**src/rtl/kp_pkg.sv**
```systemverilog
package kp_pkg;
  // width of index and size fields; matrix dimensions must stay below 2**FW
  localparam int FW = 3;

  localparam logic [2:0] A_CTRL = 3'd0;
  localparam logic [2:0] A_SIZE = 3'd1;
  localparam logic [2:0] A_COLV = 3'd2;
  localparam logic [2:0] A_ROWV = 3'd3;
  localparam logic [2:0] A_STAT = 3'd4;

  typedef enum logic [1:0] {
    ST_SEEK,   // sweeping columns, nothing pending
    ST_HOLD,   // column parked, counting consecutive low samples
    ST_DRAIN   // key reported, waiting for a clean sweep
  } scan_st_t;
endpackage

```
**src/rtl/kp_regs.sv**
```systemverilog
module kp_regs
  import kp_pkg::*;
#(
  parameter int NUM_COLS = 5,
  parameter int NUM_ROWS = 6,
  parameter int DB_W     = 4,
  parameter int DB_RESET = 4
) (
  input  logic                clk,
  input  logic                rst,
  input  logic                reg_wr,
  input  logic                reg_rd,
  input  logic [2:0]          reg_addr,
  input  logic [7:0]          reg_wdata,
  output logic [7:0]          reg_rdata,
  input  logic [NUM_COLS-1:0] col_out,
  input  logic [NUM_ROWS-1:0] row_val,
  input  logic                accept,
  input  logic [FW-1:0]       acc_row,
  input  logic [FW-1:0]       acc_col,
  output logic                hw_en,
  output logic [DB_W-1:0]     eff_n,
  output logic [FW-1:0]       ncols_eff,
  output logic [FW-1:0]       nrows_eff,
  output logic [NUM_COLS-1:0] fw_cols,
  output logic                key_valid
);
  localparam logic [FW-1:0] MAXC = FW'(NUM_COLS);
  localparam logic [FW-1:0] MAXR = FW'(NUM_ROWS);

  logic [DB_W-1:0] dbn_q;
  logic [FW-1:0]   ncols_q, nrows_q, krow_q, kcol_q;
  logic            unused_wdata;

  assign unused_wdata = ^reg_wdata;

  always_ff @(posedge clk) begin
    if (rst) begin
      hw_en     <= 1'b0;
      dbn_q     <= DB_W'(DB_RESET);
      ncols_q   <= MAXC;
      nrows_q   <= MAXR;
      fw_cols   <= '1;
      key_valid <= 1'b0;
      krow_q    <= '0;
      kcol_q    <= '0;
    end else begin
      if (reg_wr) begin
        case (reg_addr)
          A_CTRL: begin
            hw_en <= reg_wdata[0];
            dbn_q <= reg_wdata[4 +: DB_W];
          end
          A_SIZE: begin
            ncols_q <= reg_wdata[0 +: FW];
            nrows_q <= reg_wdata[4 +: FW];
          end
          A_COLV: if (!hw_en) fw_cols <= reg_wdata[NUM_COLS-1:0];
          default: ;
        endcase
      end
      if (accept) begin
        key_valid <= 1'b1;
        krow_q    <= acc_row;
        kcol_q    <= acc_col;
      end else if (reg_rd && reg_addr == A_STAT) begin
        key_valid <= 1'b0;
      end
    end
  end

  // clamp size fields into 1..dimension, debounce 0 -> 1
  always_comb begin
    if (ncols_q == '0)      ncols_eff = FW'(1);
    else if (ncols_q > MAXC) ncols_eff = MAXC;
    else                     ncols_eff = ncols_q;
    if (nrows_q == '0)      nrows_eff = FW'(1);
    else if (nrows_q > MAXR) nrows_eff = MAXR;
    else                     nrows_eff = nrows_q;
    eff_n = (dbn_q == '0) ? DB_W'(1) : dbn_q;
  end

  always_comb begin
    reg_rdata = '0;
    case (reg_addr)
      A_CTRL: begin
        reg_rdata[0]         = hw_en;
        reg_rdata[4 +: DB_W] = dbn_q;
      end
      A_SIZE: begin
        reg_rdata[0 +: FW] = ncols_q;
        reg_rdata[4 +: FW] = nrows_q;
      end
      A_COLV: reg_rdata[NUM_COLS-1:0] = col_out;
      A_ROWV: reg_rdata[NUM_ROWS-1:0] = row_val;
      A_STAT: begin
        reg_rdata[7]       = key_valid;
        reg_rdata[4 +: FW] = krow_q;
        reg_rdata[0 +: FW] = kcol_q;
      end
      default: ;
    endcase
  end
endmodule

```
**src/rtl/kp_row_sync.sv**
```systemverilog
module kp_row_sync
  import kp_pkg::*;
#(
  parameter int NUM_ROWS = 6
) (
  input  logic                clk,
  input  logic                rst,
  input  logic                scan_tick,
  input  logic [NUM_ROWS-1:0] row_in,
  input  logic [FW-1:0]       nrows_eff,
  output logic [NUM_ROWS-1:0] row_low,
  output logic [NUM_ROWS-1:0] row_val
);
  logic [NUM_ROWS-1:0] meta_q, sync_q, in_size;

  for (genvar r = 0; r < NUM_ROWS; r++) begin : g_mask
    assign in_size[r] = (FW'(r) < nrows_eff);
  end

  always_ff @(posedge clk) begin
    if (rst) begin
      meta_q  <= '1;
      sync_q  <= '1;
      row_val <= '1;
    end else begin
      meta_q <= row_in;
      sync_q <= meta_q;
      if (scan_tick) row_val <= sync_q | ~in_size;
    end
  end

  assign row_low = ~sync_q & in_size;
endmodule

```
**src/rtl/kp_col_drive.sv**
```systemverilog
module kp_col_drive
  import kp_pkg::*;
#(
  parameter int NUM_COLS = 5
) (
  input  logic                hw_en,
  input  logic [FW-1:0]       col_idx,
  input  logic [FW-1:0]       ncols_eff,
  input  logic [NUM_COLS-1:0] fw_cols,
  output logic [NUM_COLS-1:0] col_out
);
  for (genvar c = 0; c < NUM_COLS; c++) begin : g_col
    logic in_size;
    assign in_size    = (FW'(c) < ncols_eff);
    assign col_out[c] = !in_size ? 1'b1
                      : hw_en    ? (col_idx != FW'(c))
                      :            fw_cols[c];
  end
endmodule

```
**src/rtl/kp_scan_fsm.sv**
```systemverilog
module kp_scan_fsm
  import kp_pkg::*;
#(
  parameter int NUM_ROWS = 6,
  parameter int DB_W     = 4
) (
  input  logic                clk,
  input  logic                rst,
  input  logic                scan_tick,
  input  logic                hw_en,
  input  logic [DB_W-1:0]     eff_n,
  input  logic [FW-1:0]       ncols_eff,
  input  logic [NUM_ROWS-1:0] row_low,
  output logic [FW-1:0]       col_idx,
  output logic                accept,
  output logic [FW-1:0]       acc_row,
  output logic [FW-1:0]       acc_col
);
  scan_st_t        st;
  logic [DB_W-1:0] cnt;
  logic [DB_W:0]   cnt_inc;
  logic [FW-1:0]   cand_row, low_row, nxt_col;
  logic            seen, any_low, last, same_row;

  always_comb begin
    low_row = '0;
    for (int r = NUM_ROWS - 1; r >= 0; r--) begin
      if (row_low[r]) low_row = FW'(r);
    end
    any_low  = |row_low;
    same_row = any_low && (low_row == cand_row);
    last     = (col_idx >= ncols_eff - FW'(1));
    nxt_col  = last ? '0 : col_idx + FW'(1);
    cnt_inc  = {1'b0, cnt} + 1'b1;
    accept   = scan_tick && hw_en &&
               ((st == ST_SEEK && any_low && eff_n == DB_W'(1)) ||
                (st == ST_HOLD && same_row && cnt_inc >= {1'b0, eff_n}));
    acc_row  = low_row;
    acc_col  = col_idx;
  end

  always_ff @(posedge clk) begin
    if (rst || !hw_en) begin
      st       <= ST_SEEK;
      col_idx  <= '0;
      cnt      <= '0;
      cand_row <= '0;
      seen     <= 1'b0;
    end else if (scan_tick) begin
      case (st)
        ST_SEEK: begin
          if (any_low) begin
            cand_row <= low_row;
            cnt      <= DB_W'(1);
            if (accept) begin
              st      <= ST_DRAIN;
              seen    <= 1'b1;
              col_idx <= nxt_col;
            end else begin
              st <= ST_HOLD;
            end
          end else begin
            col_idx <= nxt_col;
          end
        end
        ST_HOLD: begin
          if (accept) begin
            st      <= ST_DRAIN;
            seen    <= 1'b1;
            col_idx <= nxt_col;
          end else if (same_row) begin
            cnt <= cnt_inc[DB_W-1:0];
          end else if (any_low) begin
            cand_row <= low_row;
            cnt      <= DB_W'(1);
          end else begin
            st      <= ST_SEEK;
            cnt     <= '0;
            col_idx <= nxt_col;
          end
        end
        default: begin
          col_idx <= nxt_col;
          if (last) begin
            seen <= 1'b0;
            if (!(seen || any_low)) st <= ST_SEEK;
          end else if (any_low) begin
            seen <= 1'b1;
          end
        end
      endcase
    end
  end
endmodule

```
**src/rtl/keypad_scanner.sv**
```systemverilog
module keypad_scanner
  import kp_pkg::*;
#(
  parameter int NUM_COLS = 5,
  parameter int NUM_ROWS = 6,
  parameter int DB_W     = 4,
  parameter int DB_RESET = 4
) (
  input  logic                clk,
  input  logic                rst,
  input  logic                scan_tick,
  input  logic                reg_wr,
  input  logic                reg_rd,
  input  logic [2:0]          reg_addr,
  input  logic [7:0]          reg_wdata,
  output logic [7:0]          reg_rdata,
  output logic [NUM_COLS-1:0] col_out,
  input  logic [NUM_ROWS-1:0] row_in
);
  logic                hw_en, accept, key_valid;
  logic [DB_W-1:0]     eff_n;
  logic [FW-1:0]       ncols_eff, nrows_eff, col_idx, acc_row, acc_col;
  logic [NUM_COLS-1:0] fw_cols;
  logic [NUM_ROWS-1:0] row_low, row_val;

  kp_regs #(
    .NUM_COLS(NUM_COLS), .NUM_ROWS(NUM_ROWS), .DB_W(DB_W), .DB_RESET(DB_RESET)
  ) u_regs (
    .clk(clk), .rst(rst), .reg_wr(reg_wr), .reg_rd(reg_rd),
    .reg_addr(reg_addr), .reg_wdata(reg_wdata), .reg_rdata(reg_rdata),
    .col_out(col_out), .row_val(row_val), .accept(accept),
    .acc_row(acc_row), .acc_col(acc_col), .hw_en(hw_en), .eff_n(eff_n),
    .ncols_eff(ncols_eff), .nrows_eff(nrows_eff), .fw_cols(fw_cols),
    .key_valid(key_valid)
  );

  kp_row_sync #(.NUM_ROWS(NUM_ROWS)) u_rows (
    .clk(clk), .rst(rst), .scan_tick(scan_tick), .row_in(row_in),
    .nrows_eff(nrows_eff), .row_low(row_low), .row_val(row_val)
  );

  kp_scan_fsm #(.NUM_ROWS(NUM_ROWS), .DB_W(DB_W)) u_fsm (
    .clk(clk), .rst(rst), .scan_tick(scan_tick), .hw_en(hw_en),
    .eff_n(eff_n), .ncols_eff(ncols_eff), .row_low(row_low),
    .col_idx(col_idx), .accept(accept), .acc_row(acc_row), .acc_col(acc_col)
  );

  kp_col_drive #(.NUM_COLS(NUM_COLS)) u_cols (
    .hw_en(hw_en), .col_idx(col_idx), .ncols_eff(ncols_eff),
    .fw_cols(fw_cols), .col_out(col_out)
  );
endmodule

```
**config.mk**
```make
export PLATFORM = sky130hd
export DESIGN_NAME = keypad_scanner
export DESIGN_NICKNAME = d
export VERILOG_FILES = /design/src/rtl/kp_pkg.sv /design/src/rtl/kp_regs.sv /design/src/rtl/kp_row_sync.sv /design/src/rtl/kp_col_drive.sv /design/src/rtl/kp_scan_fsm.sv /design/src/rtl/keypad_scanner.sv
export SDC_FILE = /design/constraint.sdc
export NUM_CORES = 1
export LEC_CHECK = 0
export BUFFER_PORTS_ARGS = -buffer_cell sky130_fd_sc_hd__buf_2
export CORE_MARGIN = 2
export CORE_UTILIZATION = 45
export DETAILED_ROUTE_END_ITERATION = 8
export HOLD_SLACK_MARGIN = 0.03
export PLACE_DENSITY = 0.65
export SETUP_SLACK_MARGIN = 0.05
export SYNTH_ARGS = -nofsm -noshare
export SYNTH_HDL_FRONTEND = slang
export SYNTH_SLANG_ARGS = --single-unit
```
**constraint.sdc**
```tcl
create_clock -name clk -period 3.1 [get_ports clk]
set_clock_uncertainty 0.2 [all_clocks]
set_input_delay 0.465 -clock clk [delete_from_list [all_inputs] [get_ports clk]]
set_output_delay 0.465 -clock clk [all_outputs]
set_load 0.1 [all_outputs]
```
==> impl_metrics.yaml <==
power:
  p_per_area_mw_per_mm2: 411
  leakage_nw: 1.34
  swShare_pct: 31.3
  pwr-share-clk_pct: 30.3
  power.total_mw: 1.40
  seqPwrFrac_pct: 51.7
  intPower_mw: 0.964
  ir_drop_uv: 233
  pwr-share-comb_pct: 18.1
  p_switching_mw: 0.439
worst_setup_path:
  r2r_cells: 10
  timing.rr.end: "u_fsm.st[0]"
  path_max_fanout: 5
  rr_startpoint: "u_regs.dbn_q[3]"
  rrSetupSlack_ps: 250
  cp-end-kind: "output port"
  required_ps: 2430
  crit_type: "flop to output port"
  start_kind: "flop"
  arrival_ps: 2240
placement:
  placed_area_sq_mm: 0.00331
  io_buffers: 34
  gp_congestion: 0.945
  dp_hpwl_microns: 5360
cells_and_area:
  final_util_pct: 53.1
  fin_nets: 408
  finish.instance_area_sq_mm: 0.00341
  antenna_cells: 0
  multi_input_area_sq_mm: 0.00187
  seq_area_sq_mm: 0.00108
  areaGrowthSynthToFinish_pct: 13.2
  fillerInstances: 600
  final_layout_size_suffix_gt1_share_pct: 23.9
clock_tree:
  cts.sinks: 54
  cts-buffers-inserted: 5
  clockBufferDepth: 2
  cts_root_buf: "clkbuf_8"
  holdBufCountCts: 0
  clock_latency_ps: 320
  htreeDepth: 2
  clk_pin_slew_ps: 110
  cts_tree: "done"
synthesis:
  syn_nets: 379
  yosysSeqAreaShare_pct: 35.9
  async_flop_share_pct: 0
  syn_inst: 343
  syn_avg_cell_area_sq_um: 8.78
  yosysWarnings: 0
  synth_area_sq_mm: 0.00301
  synth_cell_types: 56
  synth_seq_cells: 54
  synth_edf_count: 0
  synth_ff_type: "dfxtp_1"
grt:
  grt_max_degree: 43
  grt_pass1_wl_microns: 12000
  grt-ovfl-total: 0
  grt_pass1_vias: 2370
  grtUsageTotal_pct: 20.5
  antenna_found_initial: 0
floorplan:
  die_area_sq_mm: 0.00737
  io_pins: 35
  die_x_microns: 85.8
  core-area_sq_mm: 0.00642
  die_h_microns: 85.8
  rows: 29
  start_util_pct: 46.9
routing:
  drtAntennaViolNets: 0
  drt_iter0_drc: 128
  num_vias: 2532
  drc: 0
  drtPass1Iterations: 5
  dr_wl_met2_microns: 3230
  wl_microns: 7110
  post_drt_wl_per_cell_microns: 15.8
  wl_met3_microns: 254
  drt-met1-wl_microns: 3530
  via_per_inst: 5.63
  top_layer: "met4"
sta:
  period_needed_ps: 2910
  whs_ps: 113
  fin_crit_sh_pct: 93.7
  worst_pin_slew_ps: 690
  max_freq_mhz: 344
  drv_slew: 0
  setup_tns_ps: 0
  setup_viol: 0
  hold_viol: 0
  relSlewSlack_pct: 53.8
  grt_setup_unrepaired: "no"
hold_path:
  hold_path_class: "input port to flop"
  holdPathEnd: "u_rows.meta_q[1]"
  whs_path_depth: 2
  worstHoldStart: "row_in[1]"
flow_run:
  maxCapViolations: 0
run_status:
  status: "completed"
worst max-delay path by stage:
| stage | cells past startpoint | start | endpoint |
|---|---|---|---|
| finish | 9 | u_fsm.acc_col[0] | reg_rdata[4] |
| global route | 9 | u_fsm.acc_col[0] | reg_rdata[4] |
| CTS | 9 | u_fsm.acc_col[0] | reg_rdata[4] |
| detailed placement | 10 | u_regs.dbn_q[3] | u_fsm.st[0] |
| global placement | 10 | u_regs.dbn_q[3] | u_fsm.st[0] |
| floorplan | 4 | u_regs.ncols_q[1] | reg_rdata[4] |
power groups by stage:
stage / registers (mW) / logic [mW] / clock network, mW
detailed placement: 0.741 / 0.252 / 0
global placement: 0.741 / 0.251 / 0
global route: 0.728 / 0.273 / 0.471
finish: 0.725 / 0.253 / 0.425
floorplan: 0.734 / 0.202 / 0
CTS: 0.725 / 0.253 / 0.443
timing repair:
item | in CTS | in global routing
setup buffers | 0 | 0
endpoints found under the setup margin | 0 | 1
resized for setup | 0 | 4
metal layers:
layer  vias up  global-route usage (%)
met2        48                    31.2
met5         -                       0
met1      1191                    30.0
met4         0                    5.48
li1       1286                       -
met3         7                    3.75
synthesized netlist by cell type, drive strengths merged (2+ instances only):
library cell / n / area, sq um
o21a: 3 / 22.5
or3: 2 / 17.5
nand2: 21 / 86.3
nor2b: 17 / 106
o32ai: 3 / 45.1
buf: 4 / 35.0
nand2b: 11 / 68.8
a21o: 3 / 22.5
and3b: 2 / 17.5
o21ai: 19 / 98.8
nor2: 28 / 105
a21oi: 21 / 105
o211ai: 3 / 22.5
a31oi: 4 / 25.0
or2: 14 / 87.6
nand4: 2 / 12.5
mux2i: 17 / 170
nand3: 15 / 75.1
a211o: 13 / 114
dfxtp: 54 / 1080
o21bai: 3 / 33.8
inv: 11 / 41.3
o31ai: 5 / 37.5
clkbuf: 15 / 56.3
a21boi: 2 / 15.0
ha: 14 / 175
o22ai: 3 / 18.8
xnor2: 2 / 17.5
o31a: 2 / 17.5
nor3: 12 / 71.3
a22oi: 2 / 15.0
kinds of logic (layout without fill, tap and decap cells):
group | after synthesis | in the layout | share of synthesized area, %
AND/OR/NAND/NOR | 132 | 132 | 24.6
XOR/XNOR | 3 | 3 | 0.872
AO/OA/AOI/OAI | 91 | 91 | 21.6
flip-flops | 54 | 54 | 35.9
adder cells (fa/ha/maj) | 14 | 14 | 5.81
buffers and inverters | 30 | 60 | 4.40
multiplexers | 19 | 19 | 6.77
worst max-delay path, stage by stage (launching register included):
cell and delay, ps:
dfxtp_1 350, inv_1 150, ha_2 250, nand3_1 90, o21ai_0 100, o211ai_1 140, mux4_2 490, inv_2 80
o32ai_4 70, buf_6 200
per-stage QoR:
step	cells	setup WS, ps
6_report	450	194
5_1_grt	450	72.3
4_1_cts	450	68.2
3_5_place_dp	442	318
3_3_place_gp	442	398
2_1_floorplan	343	-506
layout make-up:
type	instances	area share, %
Tap cell	77	2.82
Clock inverter	3	0.770
Timing Repair Buffer	41	6.71
Clock buffer	5	2.02
Multi-Input combinational cell	259	54.7
Sequential cell	54	31.7
Inverter	11	1.21
registers in the layout (all words and copies together), names as in the netlist:
signal            flops
u_rows.meta_q         6
u_rows.row_val        6
u_rows.sync_q         6
u_regs.fw_cols        5
u_fsm.cnt             4
u_regs.dbn_q          4
u_fsm.acc_col         3
u_fsm.cand_row        3
u_regs.kcol_q         3
u_regs.krow_q         3
u_regs.ncols_q        3
u_regs.nrows_q        3
u_fsm.st              2
u_fsm.seen            1
u_regs.hw_en          1
u_regs.key_valid      1
layout by cell type (no fill, tap or decap), types with 3 or more instances in the layout:
cell / synthesis / layout
o21ai_0: 17 / 15
buf_2: 1 / 33
buf_4: 1 / 7
ha_1: 14 / 13
o21a_1: 3 / 3
nor3_1: 11 / 10
o31ai_1: 5 / 5
nor2_1: 28 / 26
nor2b_1: 17 / 17
inv_6: 0 / 3
dfxtp_1: 54 / 53
inv_1: 11 / 10
o21ai_2: 1 / 3
a211o_1: 13 / 13
a31oi_1: 4 / 4
a21o_1: 3 / 3
a21oi_1: 21 / 20
nand2_1: 20 / 20
nand2b_1: 11 / 11
clkbuf_8: 0 / 5
or2_2: 14 / 14
mux2i_1: 17 / 17
o211ai_1: 3 / 3
nand3_1: 15 / 15
No activity file was read; power rests on OpenSTA's default activity.
